`src/rtl/rsg_pkg.sv`:
```
package rsg_pkg;
  localparam int unsigned SEXT_W     = 3;
  localparam int unsigned NUM_PHASES = 3;
  localparam int unsigned IDX_W      = $clog2(NUM_PHASES);
  localparam int unsigned SEXT_FIRST = 1;
  localparam int unsigned SEXT_LAST  = 6;

  typedef logic [SEXT_W-1:0]     sext_t;
  typedef logic [IDX_W-1:0]      phase_idx_t;
  typedef logic [NUM_PHASES-1:0] gate_vec_t;
endpackage

```
`src/rtl/rsg_period_latch.sv`:
```
module rsg_period_latch
  import rsg_pkg::*;
(
  input  logic  clk,
  input  logic  rst_n,
  input  logic  rise_i,
  input  sext_t sext_i,
  output sext_t act_nxt_o,
  output logic  bound_o,
  output logic  turn_o
);
  logic  rise_q;
  sext_t act_q;

  assign bound_o   = rise_i & ~rise_q;
  assign turn_o    = rise_i ^ rise_q;
  assign act_nxt_o = bound_o ? sext_i : act_q;

  always_ff @(posedge clk or negedge rst_n) begin
    if (!rst_n) begin
      rise_q <= 1'b0;
      act_q  <= '0;
    end else begin
      rise_q <= rise_i;
      act_q  <= act_nxt_o;
    end
  end
endmodule

```
`src/rtl/rsg_phase_map.sv`:
```
module rsg_phase_map
  import rsg_pkg::*;
(
  input  sext_t     sext_i,
  input  logic      rise_i,
  input  logic      en_i,
  output gate_vec_t gate_o,
  output logic      pos_o,
  output logic      fault_o
);
  logic       in_range;
  logic       live;
  sext_t      km1;
  sext_t      rem3;
  phase_idx_t clamp_idx;
  phase_idx_t next_idx;
  phase_idx_t prev_idx;
  phase_idx_t mod_idx;

  always_comb begin
    in_range = (sext_i >= sext_t'(SEXT_FIRST)) && (sext_i <= sext_t'(SEXT_LAST));
    live     = in_range & en_i;
    km1      = sext_i - sext_t'(1);
    rem3     = (km1 >= sext_t'(NUM_PHASES)) ? km1 - sext_t'(NUM_PHASES) : km1;
    if (rem3 == '0) clamp_idx = '0;
    else            clamp_idx = phase_idx_t'(sext_t'(NUM_PHASES) - rem3);
    next_idx = (clamp_idx == phase_idx_t'(NUM_PHASES-1)) ? '0 : clamp_idx + phase_idx_t'(1);
    prev_idx = (clamp_idx == '0) ? phase_idx_t'(NUM_PHASES-1) : clamp_idx - phase_idx_t'(1);
    mod_idx  = rise_i ? next_idx : prev_idx;
  end

  for (genvar p = 0; p < NUM_PHASES; p++) begin : g_leg
    assign gate_o[p] = live & ((clamp_idx == phase_idx_t'(p)) | (mod_idx == phase_idx_t'(p)));
  end

  assign pos_o   = live & sext_i[0];
  assign fault_o = ~live;
endmodule

```
`src/rtl/rect_sextant_gate.sv`:
```
module rect_sextant_gate
  import rsg_pkg::*;
(
  input  logic       clk,
  input  logic       rst_n,
  input  logic       en_i,
  input  logic [2:0] sextant_i,
  input  logic       carrier_rise_i,
  output logic [2:0] gate_o,
  output logic       clamp_pos_o,
  output logic       fault_o
);
  sext_t     act_nxt;
  logic      bound;
  logic      turn;
  gate_vec_t gate_nxt;
  logic      pos_nxt;
  logic      fault_nxt;
  logic      bound_q;
  logic      turn_q;

  rsg_period_latch u_latch (
    .clk       (clk),
    .rst_n     (rst_n),
    .rise_i    (carrier_rise_i),
    .sext_i    (sextant_i),
    .act_nxt_o (act_nxt),
    .bound_o   (bound),
    .turn_o    (turn)
  );

  rsg_phase_map u_map (
    .sext_i  (act_nxt),
    .rise_i  (carrier_rise_i),
    .en_i    (en_i),
    .gate_o  (gate_nxt),
    .pos_o   (pos_nxt),
    .fault_o (fault_nxt)
  );

  always_ff @(posedge clk or negedge rst_n) begin
    if (!rst_n) begin
      gate_o      <= '0;
      clamp_pos_o <= 1'b0;
      fault_o     <= 1'b1;
      bound_q     <= 1'b0;
      turn_q      <= 1'b0;
    end else begin
      gate_o      <= gate_nxt;
      clamp_pos_o <= pos_nxt;
      fault_o     <= fault_nxt;
      bound_q     <= bound;
      turn_q      <= turn;
    end
  end

  AST_DARK_ON_FAULT: assert property (@(posedge clk) disable iff (!rst_n)
    fault_o |-> (gate_o == 3'b000));

  AST_PAIR_ON: assert property (@(posedge clk) disable iff (!rst_n)
    !fault_o |-> ($countones(gate_o) == 2));

  AST_RAIL_AT_TROUGH: assert property (@(posedge clk) disable iff (!rst_n)
    (!fault_o && !$past(fault_o) && (clamp_pos_o != $past(clamp_pos_o))) |-> bound_q);

  AST_COMMUTE_AT_TURN: assert property (@(posedge clk) disable iff (!rst_n)
    (!fault_o && !$past(fault_o) && (gate_o != $past(gate_o))) |-> turn_q);
endmodule

```
`config.mk`:
```
export PLATFORM = sky130hd
export DESIGN_NAME = rect_sextant_gate
export DESIGN_NICKNAME = d
export VERILOG_FILES = /design/src/rtl/rsg_pkg.sv /design/src/rtl/rsg_period_latch.sv /design/src/rtl/rsg_phase_map.sv /design/src/rtl/rect_sextant_gate.sv
export SDC_FILE = /design/constraint.sdc
export NUM_CORES = 1
export LEC_CHECK = 0
export BUFFER_PORTS_ARGS = -buffer_cell sky130_fd_sc_hd__buf_2
export CAP_MARGIN = 20
export CORE_AREA = 2 2 39 41
export DETAILED_ROUTE_END_ITERATION = 12
export DIE_AREA = 0 0 41 43
export PLACE_DENSITY = 0.67
export REMOVE_ABC_BUFFERS = 1
export SYNTH_ARGS = -nofsm -noshare
export SYNTH_HDL_FRONTEND = slang
export SYNTH_HIERARCHICAL = 1
export SYNTH_SLANG_ARGS = --single-unit
```
`constraint.sdc`:
```
create_clock -name clk -period 4.55 [get_ports clk]
set_clock_uncertainty 0.05 [all_clocks]
set_input_delay 0 -clock clk [delete_from_list [all_inputs] [get_ports clk]]
set_output_delay 0 -clock clk [all_outputs]
set_load 0.01 [all_outputs]
```
; Yosys cells after proc, flatten, opt, wreduce, memory -nomap -nowiden
; Cells that the tools add are included.
[word_totals]
reg_bits = 9
latchBits = 0
ram_bits = 0
rom_bits = 0
in_bits = 7
n_memories = 0
[classes]
addsub = 5
n_mul = 0
n_div = 0
magnitude_cmp = 3
n_eq_ne = 4
n_shift = 0
muxes = 6
n_bitwise = 11
reduce_logical = 4
[ops]
columns = op, n
row1 = $mux 2, 4
row2 = $and 1x1->1, 6
row3 = $mux 3, 2
row4 = $eq 2x1->1 const B, 2
row5 = $eq 2x2->1 const B, 2
row6 = $logic_not 2->1, 2
row7 = $ge 3x1->1 const B, 1
row8 = $ge 3x2->1 const B, 1
row9 = $le 3x3->1 const B, 1
row10 = $logic_not 3->1, 1
row11 = $or 1x1->1, 3
row12 = $sub 3x1->3 const B, 1
row13 = $sub 3x2->3 const B, 1
row14 = $add 2x1->2 const B, 1
row15 = $not 1->1, 2
row16 = $sub 2x1->2 const B, 1
row17 = $sub 2x2->2 const A, 1
row18 = $logic_and 1x1->1, 1

; Depth between registers and ports, before layout
; Gate-level depths: netlist (run 1).
[logic_depth]
word_depth = 14
mapped_depth = 14
depth_no_buf = 14

; By module
; Netlist (run 1), hierarchy kept.
[by_module_without_submodules]
columns = module, n_inst, cells_each, area_each_um2, seq_area_each_um2
row1 = rsg_phase_map, 1, 39, 302.8, 0.0
row2 = rsg_period_latch, 1, 11, 166.4, 100.1
row3 = rect_sextant_gate, 1, 5, 126.4, 126.4

; Worst setup path after synthesis (run 1)
; OpenSTA, ideal clock, no wires.
[synth_path]
kind = register to register
from = reg u_latch.rise_q
to = reg gate_o[0]
setup_time_ns = 0.139
arrival_ns = 2.818
setup_slack_ns = 1.543
stages_incl_launch_ff = 15
cell_sequence = dfrtp_1 > inv_1 > ha_1 > mux2_2 > inv_1 > ha_1 > xnor2_2 > ha_1 > nor3b_1 > a31oi_1 > o211a_1 > ha_1 > nor2b_1 > o21ai_0 > a21oi_1
[synth_between]
elab_chain_cells = 14
elab_cells_between_ends = 24
cone_classes = add/sub (5) / order compare (3) / eq/ne (1) / mux (6) / bitwise (5) / reduce/logical (4)
[synth_lines]
columns = element, line
row1 = start: declaration, rsg_period_latch.sv:12  ; logic rise_q;
row2 = start signal: assignment, rsg_period_latch.sv:24  ; rise_q <= rise_i;
row3 = $not 1->1 (*), rsg_period_latch.sv:15  ; assign bound_o = rise_i & ~rise_q;
row4 = $and 1x1->1 (*), rsg_period_latch.sv:15
row5 = $mux 3 (*), rsg_period_latch.sv:17  ; assign act_nxt_o = bound_o ? sext_i : act_q;
row6 = net act_nxt[0], rect_sextant_gate.sv:13  ; sext_t act_nxt;
row7 = $sub 3x1->3, rsg_phase_map.sv:23  ; km1 = sext_i - sext_t'(1);
row8 = $sub 3x2->3 / $ge 3x2->1 (equally long branches), rsg_phase_map.sv:24  ; rem3 = (km1 >= sext_t'(NUM_PHASES)) ? km1 - sext_t'(NUM_PHASES) : km1;
row9 = $mux 3, rsg_phase_map.sv:24
row10 = $sub 2x2->2 / $logic_not 3->1 (equally long branches), "rsg_phase_map.sv:26, rsg_phase_map.sv:25"
row11 = $mux 2, rsg_phase_map.sv:25  ; if (rem3 == '0) clamp_idx = '0;
row12 = $sub 2x1->2 (tied with other cells), rsg_phase_map.sv:28  ; prev_idx = (clamp_idx == '0) ? phase_idx_t'(NUM_PHASES-1) : clamp_idx - phase_idx_t'(1);
row13 = "$mux 2, on equally long branches", "rsg_phase_map.sv:28, rsg_phase_map.sv:27"
row14 = $mux 2, rsg_phase_map.sv:29  ; mod_idx = rise_i ? next_idx : prev_idx;
row15 = $logic_not 2->1, rsg_phase_map.sv:33  ; assign gate_o[p] = live & ((clamp_idx == phase_idx_t'(p)) | (mod_idx == phase_idx_t'(p)));
row16 = $or 1x1->1, rsg_phase_map.sv:33
row17 = $and 1x1->1 (*), rsg_phase_map.sv:33
row18 = net gate_nxt[0], rect_sextant_gate.sv:16  ; gate_vec_t gate_nxt;
row19 = end signal: assignment, rect_sextant_gate.sv:49  ; gate_o <= gate_nxt;
row20 = end: declaration, rect_sextant_gate.sv:9  ; output logic [2:0] gate_o,
; The timed path passes the listed nets; every way through them passes the cells marked *.

; Worst setup path after layout (run 1)
[layout_path]
from = in carrier_rise_i
to = reg gate_o[0]
[layout_between]
elab_chain_cells = 13
elab_cells_between_ends = 23
cone_classes = add/sub (5) / order compare (3) / eq/ne (1) / mux (6) / bitwise (4) / reduce/logical (4)
[layout_lines]
columns = element, line
row1 = start: declaration, rect_sextant_gate.sv:8  ; input logic carrier_rise_i,
row2 = $and 1x1->1 (*), rsg_period_latch.sv:15
row3 = $mux 3 (*), rsg_period_latch.sv:17
row4 = net act_nxt[0], rect_sextant_gate.sv:13
row5 = $sub 3x1->3, rsg_phase_map.sv:23
row6 = $sub 3x2->3 / $ge 3x2->1 (equally long branches), rsg_phase_map.sv:24
row7 = $mux 3, rsg_phase_map.sv:24
row8 = $sub 2x2->2 / $logic_not 3->1 (equally long branches), "rsg_phase_map.sv:26, rsg_phase_map.sv:25"
row9 = $mux 2, rsg_phase_map.sv:25
row10 = $sub 2x1->2 (tied with other cells), rsg_phase_map.sv:28
row11 = "$mux 2, on equally long branches", "rsg_phase_map.sv:28, rsg_phase_map.sv:27"
row12 = $mux 2, rsg_phase_map.sv:29
row13 = $logic_not 2->1, rsg_phase_map.sv:33
row14 = $or 1x1->1, rsg_phase_map.sv:33
row15 = $and 1x1->1 (*), rsg_phase_map.sv:33
row16 = net gate_nxt[0], rect_sextant_gate.sv:16
; Marks and branches as above.

==> metrics.txt, run 1 <==
status finished, final reports clean; Reg clk slew, reported paths 60 ps; number of max-cap violations 0; antenna violations before repair 0; core area 1380 sq um; Ys Warns 6; Critical Path End Type flip-flop; worst min path class primary input to flip-flop; die area 1760 sq um; worst skew pair latency 250 ps; largest net degree at the start of global routing 10; Routed Antenna Nets 0; wire length of the first global-routing pass 1670 um; RSZ-0062 raised after global routing no; mapped cell area 579 sq um; filler instances 134; Antenna Cells 0; Combinational Power Share 49.8%; clock share of power 18.7%; share of layout cells above drive strength 1 29.6%; peak supply drop 0.174 mV; Post-Syn Instances 53; port buffer count 11; Final WS setup 1200 ps; final design utilization 51.4%; Seq pwr share 31.5%; final hold violations 0; DR pass1 iterations 2; Worst Path Required 4620 ps; Routed WL 985 um; io pins 12; routed vias 436; crit share post-route 73.6%; final setup fails 0; Initial DRC Count 2; area growth from synthesis to layout 22.7%; Syn Area/Cell 10.9 sq um; drt drc 0; Setup TNS Final 0 ps; fmax 299 MHz; CTS resizes 0; Num CTS Buffers 3; Via density 5.01; die height 43 um; Starting Density 41.9%; Crit Path Class primary input to flip-flop; DP Worst Slack 1260 ps; power per cell area 444 nW/um^2; DP Wirelength 767 um; gpl congestion 0.699; Die W 41 um; Total GRT Usage 14.0%; H-tree depth 1; net switching power 0.000114 W; # nets final 89; Tmin final 3350 ps; Cell Int Power 0.000201 W; Least-Margin Pin Slew 425 ps; Root Buffer clkbuf_4; gr ovfl total 0; routed len/inst 11.3 um; row count 14; CP Launch Type primary input; TritonCTS clock tree built; Net Sw Frac 36.2%; clock buffer depth 2; critical-path maximum fanout 8; data arrival time of the worst path 3410 ps; CTS sink cnt 9; Leak 0.355 nW; vias in the first global route 413; WHS 11.4 ps; Worst slew margin 71.6%; Pins Over Slew Limit 0
-- final timing paths --
| path | cells past startpoint | endpoint | from | slack [ps] |
|---|---|---|---|---|
| setup / recovery | 15 | gate_o[0]$_DFF_PN0_ | carrier_rise_i | 1200 |
| hold / removal | 2 | u_latch/act_q[1]$_DFF_PN0_ | sextant_i[1] | 10 |
| setup reg to reg | 14 | gate_o[0]$_DFF_PN0_ | u_latch/rise_q$_DFF_PN0_ | 1270 |
| hold reg to reg | 1 | u_latch/act_q[1]$_DFF_PN0_ | u_latch/act_q[1]$_DFF_PN0_ | 510 |
| max in group asynchronous | 2 | fault_o$_DFF_PN1_ | rst_n | 4130 |
| min in group asynchronous | 2 | u_latch/act_q[2]$_DFF_PN0_ | rst_n | 70 |
-- cell usage in the layout (no fill, tap or decap), types with 2 or more instances in the layout --
master / instances
ha_1: 10
inv_1: 5
nand2_1: 4
mux2_2: 3
nor2_1: 3
dfrtp_1: 8
nand3_1: 2
clkbuf_4: 3
dlygate4sd3_1: 3
buf_2: 11
-- worst max-delay path, cell delays in order --
cell	delay, ps
dlygate4sd3_1	520
buf_2	180
ha_1	240
mux2_2	420
inv_1	180
ha_1	220
xnor2_2	170
ha_1	290
nor3b_1	140
a31oi_1	200
o211a_1	230
ha_1	270
nor2b_1	140
o21ai_0	130
a21oi_1	90
-- layout make-up --
class / count / area (sq um) / area share (%)
sequential: 9 / 226 / 31.9
tap: 16 / 20.0 / 2.82
inverter: 5 / 18.8 / 2.64
clock buffer: 4 / 26.3 / 3.70
multi-input combinational: 39 / 334 / 47.0
timing repair buffer: 14 / 85.1 / 12.0
-- per-stage QoR --
step	instances	area, sq um	power (W)
floorplan	53	579	0.000220
global placement	80	654	0.000250
detailed placement	80	654	0.000257
CTS	87	711	0.000321
global route	87	711	0.000352
finish	87	711	0.000316
-- power by group through the flow --
stage	registers [W]	logic, W	clock network (W)
2_1_floorplan	0.000107	0.000112	0
4_1_cts	0.0000998	0.000159	0.0000618
5_1_grt	0.000102	0.000182	0.0000681
6_report	0.0000994	0.000157	0.0000592
3_5_place_dp	0.000101	0.000156	0
3_3_place_gp	0.000100	0.000150	0
-- routing by layer --
metal  share of wire (%)  vias up  global-route usage [%]  wire (um)
met5                   0        -                       0          0
met2                  47       10                    21.9        461
met4                   0        0                    10.0          0
met3                 6.5        0                    3.14         64
li1                    -      226                       -          -
met1                  46      200                    15.5        458
-- registers in the layout (all words and copies together), names as in the netlist --
| signal | flops |
|---|---|
| gate_o | 3 |
| clamp_pos_o | 1 |
| u_latch/act_q | 3 |
| fault_o | 1 |
| u_latch/rise_q | 1 |
-- repair_timing --
action | CTS | global route
setup endpoints to repair | 0 | 0
hold endpoints to repair | 12 | 0
setup buffers | 0 | 0
hold buffers | 3 | 0
Power figures use the tool's default switching activity.
==> run 2, diff against run 1 <==
- clock period: 4.55 -> 3.3 ns (I/O delays scaled with it)
==> metrics.txt, run 2 (synthesis gave the netlist of run 1 again) <==
Leak 0.379 nW; Worst Path Required 3370 ps; row count 14; leading cell type in the layout, fill and taps excluded buf_2; fmax 323 MHz; area growth from synthesis to layout 30.5%; port buffer count 11; Antenna Cells 0; Routed WL 1110 um; largest registers gate_o (3), u_latch/act_q (3); data arrival time of the worst path 3160 ps; Hold Crit Endpoint u_latch/act_q[1]$_DFF_PN0_; R2R Setup Slk 250 ps; Least-Margin Pin Slew 412 ps; Starting Density 41.9%; number of max-cap violations 0; io pins 12; routed len/inst 12.2 um; CP Launch Type primary input; clock buffer depth 2; Num CTS Buffers 3; DP Wirelength 850 um; DR pass1 iterations 2; RSZ-0062 raised after global routing no; share of layout cells above drive strength 1 34.7%; final setup fails 0; worst skew pair latency 250 ps; Die W 41 um; Routed Antenna Nets 0; core area 1380 sq um; gr ovfl total 0; Worst slew margin 72.5%; H-tree depth 1; antenna violations before repair 0; FF-to-FF path depth 14; drt drc 0; routed vias 464; wire length of the first global-routing pass 1700 um; Root Buffer clkbuf_4; Reg clk slew, reported paths 60 ps; critical-path maximum fanout 8; Via density 5.10; Initial DRC Count 3; dpl cells 82; Critical Path End Type flip-flop; final hold violations 1; crit share post-route 93.8%; Pins Over Slew Limit 0; CTS sink cnt 9; Setup TNS Final 0 ps; final design utilization 54.6%; status complete, but fails checks; Crit Path Class primary input to flip-flop; die area 1760 sq um; peak supply drop 0.287 mV; power per cell area 609 nW/um^2; Tmin final 3090 ps; RR Endpoint gate_o[0]$_DFF_PN0_; commonest non-fill, non-tap cells in the layout buf_2 (10), ha_1 (9), dfrtp_1 (8); Non-Filler Instances 91; worst hold path startpoint sextant_i[1]; WHS -10.2 ps; worst min path class primary input to flip-flop; die height 43 um; worst r2r src u_latch/rise_q$_DFF_PN0_; vias in the first global route 446; cell count of the worst hold path 2; TritonCTS clock tree built; violated checks hold timing; gpl congestion 0.703; Total GRT Usage 14.5%; largest net degree at the start of global routing 10; # nets final 93
[run 2: cell type report]
| class | instances | area (sq um) |
|---|---|---|
| tap | 16 | 20.0 |
| inverter | 5 | 18.8 |
| timing repair buffer | 18 | 120 |
| multi-input combinational | 39 | 344 |
| clock buffer | 4 | 26.3 |
| sequential | 9 | 226 |
| fill | 126 | 628 |
[run 2: worst max-delay path: stages]
cell           delay (ps)
dlygate4sd3_1         520
clkbuf_4              180
ha_2                  240
mux2_4                350
inv_1                  90
ha_1                  190
xnor2_2               130
ha_1                  260
nor3b_1               140
a31oi_1               200
o211a_1               230
ha_1                  270
nor2b_1               140
o21ai_0               140
a21oi_1                80
[run 2: through the flow]
step / total power, W / cell area (sq um) / setup slack [ps]
global route: 0.000504 / 756 / 3.87
global placement: 0.000357 / 669 / 284
CTS: 0.000453 / 726 / 117
detailed placement: 0.000367 / 669 / 196
finish: 0.000460 / 756 / 205
floorplan: 0.000303 / 579 / 317
[run 2: worst max-delay path by stage]
stage                                  start                   to  slack [ps]  cells after the start
floorplan           u_latch/rise_q$_DFF_PN0_  gate_o[0]$_DFF_PN0_         320                     14
detailed placement  u_latch/rise_q$_DFF_PN0_  gate_o[0]$_DFF_PN0_         200                     14
global placement    u_latch/rise_q$_DFF_PN0_  gate_o[0]$_DFF_PN0_         280                     14
finish                        carrier_rise_i  gate_o[0]$_DFF_PN0_         210                     15
global route                  carrier_rise_i  gate_o[0]$_DFF_PN0_           4                     15
CTS                           carrier_rise_i  gate_o[0]$_DFF_PN0_         120                     15
[run 2: timing repair]
action	4_1_cts	5_1_grt
buffers inserted	0	1
gates resized for setup	0	5
endpoints found under the setup margin	0	3
hold endpoints to repair	13	1
hold buffers	3	1
[run 2: per-layer routing]
layer | vias up | track usage [%] | routed length, um
met5 | - | 0 | 0
met4 | 0 | 10.0 | 0
met3 | 0 | 1.57 | 61
met2 | 10 | 24.4 | 586
met1 | 224 | 15.5 | 465
li1 | 230 | - | -
[run 2: power breakdown]
part	switching [W]	internal, W	leakage, nW
Clock	0.0000331	0.0000463	0.0150
Sequential	0.00000544	0.000133	0.110
Combinational	0.000127	0.000116	0.254
==> run 3, diff against run 2 <==
- ABC_AREA: unset -> 1
- CORE_AREA: 2 2 39 41 -> unset
- CORE_ASPECT_RATIO: unset -> 1.1
- CORE_MARGIN: unset -> 2
- CORE_UTILIZATION: unset -> 30
- DIE_AREA: 0 0 41 43 -> unset
- PLACE_DENSITY: 0.67 -> unset
==> metrics.txt, run 3 <==
status finished, final reports clean; mapped cell area 603 sq um; Worst slew margin 85.5%; Antenna Cells 0; largest registers gate_o (3), u_latch/act_q (3); area growth from synthesis to layout 28.2%; fmax 330 MHz; Leak 0.441 nW; dpl cells 116; largest net degree at the start of global routing 10; Via density 3.98; RSZ-0062 raised after global routing no; Root Buffer clkbuf_4; die height 51.0 um; Pins Over Slew Limit 0; worst hold path startpoint sextant_i[0]; Post-Syn Instances 76; clock share of power 18.9%; gr ovfl total 0; TritonCTS clock tree built; Initial DRC Count 1; DP Wirelength 817 um; worst skew pair latency 260 ps; commonest non-fill, non-tap cells in the layout nand2_1 (22), buf_2 (11), inv_1 (11); Crit-path slowest cell dlygate4sd3_1; Reg clk slew, reported paths 50 ps; Starting Density 30.8%; crit-path most repeated cell nand2_1; share of layout cells above drive strength 1 26.0%; core area 1960 sq um; Routed Antenna Nets 0; final setup fails 0; Total GRT Usage 10.5%; net switching power 0.000168 W; die area 2390 sq um; critical path launch point carrier_rise_i; critical-path maximum fanout 7; total power 0.000430 W; crit share post-route 91.7%; Non-Filler Instances 124; worst min path class primary input to flip-flop; Ys Warns 6; leading cell type in the layout, fill and taps excluded nand2_1; wire length of the first global-routing pass 1690 um; data arrival time of the worst path 3130 ps; Cell Chain, Critical Path dlygate4sd3_1 > buf_2 > ha_1 > inv_2 > nand2_1 > nand2_1 > inv_1 > ha_1 > nand2_1 > nand2_2 > ha_1 > nor2_4 > nand3_1 > nand2_1 > nand3_1 > ha_1 > nor2_1 > a21oi_2 > o21ai_0 > nand2_1 > nand2_1 > inv_1; H-tree depth 1; Net Sw Frac 39.1%; Num CTS Buffers 3; Combinational Power Share 50.0%; row count 17; Critical Path End Type flip-flop; Tmin final 3030 ps; drt drc 0; DR pass1 iterations 2; Cell Int Power 0.000262 W; peak supply drop 0.161 mV; Least-Margin Pin Slew 217 ps; power per cell area 557 nW/um^2; Post-CTS Setup Inserts 0; # nets final 114; worst r2r src u_latch/rise_q$_DFF_PN0_; Routed WL 1040 um; final hold violations 0; Syn Area/Cell 7.94 sq um; vias in the first global route 472; gpl congestion 0.740; routed vias 493; antenna violations before repair 0; Setup TNS Final 0 ps; Crit Path Class primary input to flip-flop; Crit path largest cell delay 530 ps; Seq pwr share 31.1%; port buffer count 11; number of max-cap violations 0; routed len/inst 8.39 um; Die W 46.8 um; clock buffer depth 2; CP Launch Type primary input; Worst Path Required 3400 ps; io pins 12; CTS sink cnt 9
[run 3: metrics by stage]
step                      util, %  hold WS (ps)  setup WS [ps]  area, sq um
after floorplan                 -          -346            547          603
after global placement       35.8          -195            418          701
after detailed placement     35.8          -195            261          701
after CTS                    39.2          24.6            149          767
after global routing         39.5          30.6           37.8          773
final                        39.5          15.7            273          773
[run 3: cell type report]
class / instances / area (sq um)
well taps: 28 / 35.0
multi-input cells: 54 / 334
clock buffers: 4 / 26.3
flip-flops and latches: 9 / 226
inverters: 13 / 48.8
fillers: 214 / 1180
repair buffers: 16 / 103
[run 3: per-layer routing]
layer  routed length (um)  part of all wire (%)  GRT usage (%)  up-vias
li1                     -                     -              -      268
met1                  429                    41           8.62      205
met2                  518                    50           18.5       14
met3                   40                   3.8           1.06        6
met4                   51                   4.9           12.5        0
met5                    0                     0              0        -
[run 3: power by group through the flow]
stage	Combinational [W]	Clock, W	Sequential, W
3_3_place_gp	0.000198	0	0.000136
6_report	0.000215	0.0000812	0.000134
2_1_floorplan	0.000149	0	0.000145
4_1_cts	0.000213	0.0000854	0.000134
5_1_grt	0.000251	0.0000906	0.000136
3_5_place_dp	0.000208	0	0.000136
[run 3: critical path, delay by kind of cell]
family	cells	cell delay (ps)
adder cells (fa/ha/maj)	4	1020
AND/OR/NAND/NOR	11	1070
AO/OA/AOI/OAI	2	130
buffers and inverters	5	900
[run 3: final timing paths]
path                            slack [ps]                          to  cells past startpoint
worst max-delay path                   270         gate_o[0]$_DFF_PN0_                     22
worst min-delay path                    20  u_latch/act_q[0]$_DFF_PN0_                      3
worst max register to register         370         gate_o[0]$_DFF_PN0_                     22
worst min register to register         490  u_latch/act_q[2]$_DFF_PN0_                      2
max in group asynchronous             2890           fault_o$_DFF_PN1_                      2
min in group asynchronous               70  u_latch/act_q[2]$_DFF_PN0_                      2
[run 3: repair_timing]
| item | CTS | global route |
|---|---|---|
| hold endpoints to repair | 12 | 0 |
| endpoints found under the setup margin | 0 | 2 |
| gates resized for setup | 0 | 2 |
| hold buffers | 4 | 0 |
